<file path="src/rtl/alu_fi_pkg.sv">
package alu_fi_pkg;

  localparam int NETS_PER_SLICE = 8;

  // local net numbers inside one slice
  localparam int LN_A      = 0;
  localparam int LN_B      = 1;
  localparam int LN_CIN    = 2;
  localparam int LN_RES    = 3;
  localparam int LN_EN_AND = 4;
  localparam int LN_EN_OR  = 5;
  localparam int LN_EN_NOT = 6;
  localparam int LN_EN_ADD = 7;

  typedef enum logic [1:0] {
    FN_AND = 2'd0,
    FN_OR  = 2'd1,
    FN_NOT = 2'd2,
    FN_ADD = 2'd3
  } fn_e;

  typedef struct packed {
    logic en_and;
    logic en_or;
    logic en_not;
    logic en_add;
  } fn_en_t;

  // Replace a net value by the stuck value when the fault targets it
  function automatic logic stick(input logic v, input logic act,
                                 input int unsigned net, input int unsigned id,
                                 input logic sv);
    return (act && (net == id)) ? sv : v;
  endfunction

  function automatic logic fa_sum(input logic a, input logic b, input logic c);
    return a ^ b ^ c;
  endfunction

  function automatic logic fa_carry(input logic a, input logic b, input logic c);
    return (a & b) | (a & c) | (b & c);
  endfunction

endpackage

</file>
<file path="src/rtl/alu_fi_decoder.sv">
module alu_fi_decoder
  import alu_fi_pkg::*;
(
  input  logic [1:0] fsel,
  output fn_en_t     en
);
  always_comb begin
    en = '0;
    unique case (fn_e'(fsel))
      FN_AND: en.en_and = 1'b1;
      FN_OR:  en.en_or  = 1'b1;
      FN_NOT: en.en_not = 1'b1;
      FN_ADD: en.en_add = 1'b1;
      default: en = '0;
    endcase
  end
endmodule

</file>
<file path="src/rtl/alu_fi_adder.sv">
module alu_fi_adder
  import alu_fi_pkg::*;
(
  input  logic a,
  input  logic b,
  input  logic ci,
  input  logic en,
  output logic sum_g,
  output logic co
);
  // the carry always ripples; only the sum is gated by the enable
  assign sum_g = en & fa_sum(a, b, ci);
  assign co    = fa_carry(a, b, ci);
endmodule

</file>
<file path="src/rtl/alu_fi_logic.sv">
module alu_fi_logic
  import alu_fi_pkg::*;
(
  input  logic   a,
  input  logic   b,
  input  fn_en_t en,
  output logic   y
);
  logic and_g, or_g, not_g;
  assign and_g = en.en_and & (a & b);
  assign or_g  = en.en_or  & (a | b);
  assign not_g = en.en_not & ~a;
  assign y     = and_g | or_g | not_g;
endmodule

</file>
<file path="src/rtl/alu_fi_slice.sv">
module alu_fi_slice
  import alu_fi_pkg::*;
#(
  parameter int IDX   = 0,
  parameter int NET_W = 5
) (
  input  logic             a,
  input  logic             b,
  input  logic             ci,
  input  logic [1:0]       fsel,
  input  logic             fi_en,
  input  logic [NET_W-1:0] fi_net,
  input  logic             fi_val,
  output logic             r,
  output logic             co,
  output fn_en_t           en_eff
);
  localparam int BASE = IDX * NETS_PER_SLICE;

  int unsigned net_u;
  assign net_u = int'(fi_net);

  logic   a_f, b_f, ci_f;
  fn_en_t en_dec;
  logic   sum_g, log_y, r_raw;

  assign a_f  = stick(a,  fi_en, net_u, BASE + LN_A,   fi_val);
  assign b_f  = stick(b,  fi_en, net_u, BASE + LN_B,   fi_val);
  assign ci_f = stick(ci, fi_en, net_u, BASE + LN_CIN, fi_val);

  alu_fi_decoder u_dec (.fsel(fsel), .en(en_dec));

  assign en_eff.en_and = stick(en_dec.en_and, fi_en, net_u, BASE + LN_EN_AND, fi_val);
  assign en_eff.en_or  = stick(en_dec.en_or,  fi_en, net_u, BASE + LN_EN_OR,  fi_val);
  assign en_eff.en_not = stick(en_dec.en_not, fi_en, net_u, BASE + LN_EN_NOT, fi_val);
  assign en_eff.en_add = stick(en_dec.en_add, fi_en, net_u, BASE + LN_EN_ADD, fi_val);

  alu_fi_adder u_add (
    .a(a_f), .b(b_f), .ci(ci_f), .en(en_eff.en_add),
    .sum_g(sum_g), .co(co)
  );

  alu_fi_logic u_log (.a(a_f), .b(b_f), .en(en_eff), .y(log_y));

  assign r_raw = sum_g | log_y;
  assign r     = stick(r_raw, fi_en, net_u, BASE + LN_RES, fi_val);
endmodule

</file>
<file path="src/rtl/alu_fi_top.sv">
module alu_fi_top
  import alu_fi_pkg::*;
#(
  parameter int WIDTH = 4,
  localparam int NET_W = $clog2(WIDTH * NETS_PER_SLICE)
) (
  input  logic [WIDTH-1:0] opa,
  input  logic [WIDTH-1:0] opb,
  input  logic [1:0]       fsel,
  input  logic             cin,
  input  logic             fi_en,
  input  logic [NET_W-1:0] fi_net,
  input  logic             fi_val,
  output logic [WIDTH-1:0] res,
  output logic             cout
);
  logic [WIDTH:0]   chain;
  fn_en_t           en_eff [WIDTH];
  logic             add_sel;

  assign chain[0] = cin;

  for (genvar k = 0; k < WIDTH; k++) begin : g_slice
    alu_fi_slice #(.IDX(k), .NET_W(NET_W)) u_slice (
      .a(opa[k]), .b(opb[k]), .ci(chain[k]), .fsel(fsel),
      .fi_en(fi_en), .fi_net(fi_net), .fi_val(fi_val),
      .r(res[k]), .co(chain[k+1]), .en_eff(en_eff[k])
    );
  end

  assign add_sel = (fn_e'(fsel) == FN_ADD);
  assign cout    = add_sel & chain[WIDTH];
endmodule

</file>
<file path="config.mk">
export PLATFORM = sky130hd
export DESIGN_NAME = alu_fi_top
export DESIGN_NICKNAME = d
export VERILOG_FILES = /design/src/rtl/alu_fi_pkg.sv /design/src/rtl/alu_fi_decoder.sv /design/src/rtl/alu_fi_adder.sv /design/src/rtl/alu_fi_logic.sv /design/src/rtl/alu_fi_slice.sv /design/src/rtl/alu_fi_top.sv
export SDC_FILE = /design/constraint.sdc
export NUM_CORES = 1
export LEC_CHECK = 0
export BUFFER_PORTS_ARGS = -buffer_cell sky130_fd_sc_hd__buf_4
export CAP_MARGIN = 40
export CORE_MARGIN = 4
export CORE_UTILIZATION = 30
export DETAILED_ROUTE_END_ITERATION = 16
export GPL_TIMING_DRIVEN = 0
export PLACE_DENSITY_LB_ADDON = 0.08
export SLEW_MARGIN = 20
export SYNTH_ARGS = -nofsm -noshare
export SYNTH_HDL_FRONTEND = slang
export SYNTH_SLANG_ARGS = --single-unit
</file>
<file path="constraint.sdc">
create_clock -name vclk -period 6.8
set_clock_uncertainty 0.1 [all_clocks]
set_input_delay 0.68 -clock vclk [all_inputs]
set_output_delay 0.68 -clock vclk [all_outputs]
set_load 0.05 [all_outputs]
</file>
==> flow_metrics.tcl <==
set metrics [dict create \
    outcome "finished, final reports clean" \
    vias 1072 \
    relSlewSlack 0.634 \
    cp_top_family "adder cells" \
    num_antenna_cells 0 \
    nFlopsAndLatches 0 \
    wl_per_cell_um 14.0 \
    core-area_mm2 0.00336 \
    start_kind "input port" \
    start_util 0.315 \
    synth_area_leaders "mux2i_1, mux2_2, ha_1" \
    wirelength_um 2970 \
    syn-cell-area_mm2 0.00106 \
    clkbuf_count 0 \
    yosysUniqueCellTypes 40 \
    die_x_um 67.4 \
    finalSetupViolCount 0 \
    startpoint "fi_net[4]" \
    numPortBuffers 21 \
    dieArea_mm2 0.00455 \
    p_int_uw 36.1 \
    grt_util_met3 0 \
    grt_pass1_wl_um 5150 \
    crit_slowest_cell "nor4b_2" \
    rsz0062_at_grt "no" \
    antenna_left 0 \
    p_clk_frac 0 \
    maxCapViolations 0 \
    pin_count 23 \
    synth_top_area_cell "mux2i_1" \
    combPwrFrac 1.000 \
    grt_overflow 0 \
    worst_pin_slew_ns 0.549 \
    firstDrtPassIters 4 \
    grt_busiest_layer "met2" \
    critPathBufInv 5 \
    nets 196 \
    slowest_delay_ns 0.53 \
    power.density_mw_per_mm2 65.4 \
    area_delta_synth_final_pct 20.3 \
    seq_area_um2 0 \
    required_ns 6.02 \
    path_cells "buf_4 -> clkbuf_1 -> nor4b_2 -> nand2_1 -> mux2i_1 -> inv_1 -> ha_1 -> a21oi_1 -> o21ai_0 -> fa_1 -> mux2i_1 -> fa_1 -> o21ai_0 -> o31ai_1 -> fa_1 -> o22a_1 -> a31oi_1 -> buf_4 -> buf_4" \
    grt_max_degree 11 \
    drive_gt1_frac 0.295 \
    yosys_warnings 0 \
    critical_path.endpoint_type "output port" \
    max_freq_mhz 189 \
    synth_top_area_frac 0.123 \
    p_leak_uw 0.000538 \
    finalCritPeriodShare 0.779 \
    gp_congestion 0.817 \
    syn_nets 173 \
    grt_use_met2 0.254 \
    hold_path_class "in2out" \
    postCtsSetupRepairBufs 0 \
    crit_cells 19 \
    place_inst 212 \
    drt_iter0_markers 17 \
    grtUsageTotal 0.142 \
    maxSlewViolCount 0 \
    grt_antenna_before_repair 0 \
    cts_resized 0 \
    mostFrequentLayoutCell "buf_4" \
    grtUsageMet1 0.203 \
    grt_pass1_vias 1139 \
    seq_area_frac_synth 0 \
    finalNonFillerCells 212 \
    rows 21 \
    netSwitchingPower_uw 47.3 \
    endpoint "res[3]" \
    hold_buffers 0 \
    finalSetupTns_ns 0 \
    dp_hpwl_um 2400 \
    layout_common_cells "buf_4, nor2_1, nand2_1" \
    vdd_drop_max_v 0.0000344 \
    critPathMaxFanout 10 \
    drc 0 \
    crit_type "in2out" \
    syn_inst 145 \
    seq_power_share 0 \
    switching_share 0.567 \
    syn_area_per_cell_um2 7.31 \
    arrival_ns 4.52 \
    die_y_um 67.4 \
    via_per_inst 5.06 \
    fin_crit_ns 5.30 \
    final-hold-violation-count 0 \
]
==> area by class of cell <==
cell class                 count  area [um2]
fill                         416        2090
multi-input combinational    122         941
timing repair buffer          21         158
buffer                        14        85.1
tap                           46        57.6
inverter                       9        33.8
==> metal layers <==
layer / up-vias / part of all wire
li1: 557 / -
met1: 495 / 0.47
met2: 20 / 0.49
met3: 0 / 0.036
met4: 0 / 0
met5: - / 0
==> kinds of logic after synthesis <==
group	count (synthesis)	synth area share
AND/OR/NAND/NOR	64	0.340
buffers and inverters	23	0.112
adder cells (fa/ha/maj)	10	0.139
multiplexers	24	0.240
AO/OA/AOI/OAI	24	0.169
==> synth_stat cells, drive strengths merged (2+ instances only) <==
cell type,count
nor2,16
nand2,15
mux2i,13
mux2,11
inv,9
buf,8
ha,7
clkbuf,6
nor3,6
nor2b,5
o21ai,5
a21oi,3
a2bb2oi,3
a31oi,3
and2,3
and4bb,3
fa,3
nand4b,3
a21boi,2
a22oi,2
nand2b,2
nand3,2
nor4,2
o211ai,2
==> power groups by stage <==
stage / Combinational, uW / Clock, uW / Sequential [uW]
6_report: 83.4 / 0 / 0
5_1_grt: 92.8 / 0 / 0
3_3_place_gp: 82.9 / 0 / 0
2_1_floorplan: 59.1 / 0 / 0
3_5_place_dp: 83.8 / 0 / 0
4_1_cts: 84.1 / 0 / 0
==> worst min path at each step <==
stage	startpoint	to	slack (ns)	cells past startpoint
after floorplan	fsel[1]	cout	1.70	2
after global placement	fsel[1]	cout	1.90	4
after detailed placement	fsel[1]	cout	1.90	4
after CTS	fsel[1]	cout	1.90	4
after global routing	fsel[1]	cout	1.91	4
final	fsel[1]	cout	1.91	4
==> stage by stage <==
stage | worst slack, ns | power (uW) | hold WS (ns) | instance area [um2] | utilization
2_1_floorplan | 2.18 | 59.1 | 1.70 | 1060 | -
3_3_place_gp | 1.51 | 82.9 | 1.90 | 1270 | 0.379
3_5_place_dp | 1.51 | 83.8 | 1.90 | 1270 | 0.379
4_1_cts | 1.50 | 84.1 | 1.90 | 1270 | 0.379
5_1_grt | 1.15 | 92.8 | 1.91 | 1270 | 0.379
6_report | 1.50 | 83.4 | 1.91 | 1270 | 0.379
==> tightest hold or removal path, stage by stage <==
cell	delay [ns]
buf_4	0.12
and2_1	0.20
nor2b_1	0.15
buf_4	0.18
Power figures use the tool's default switching activity.
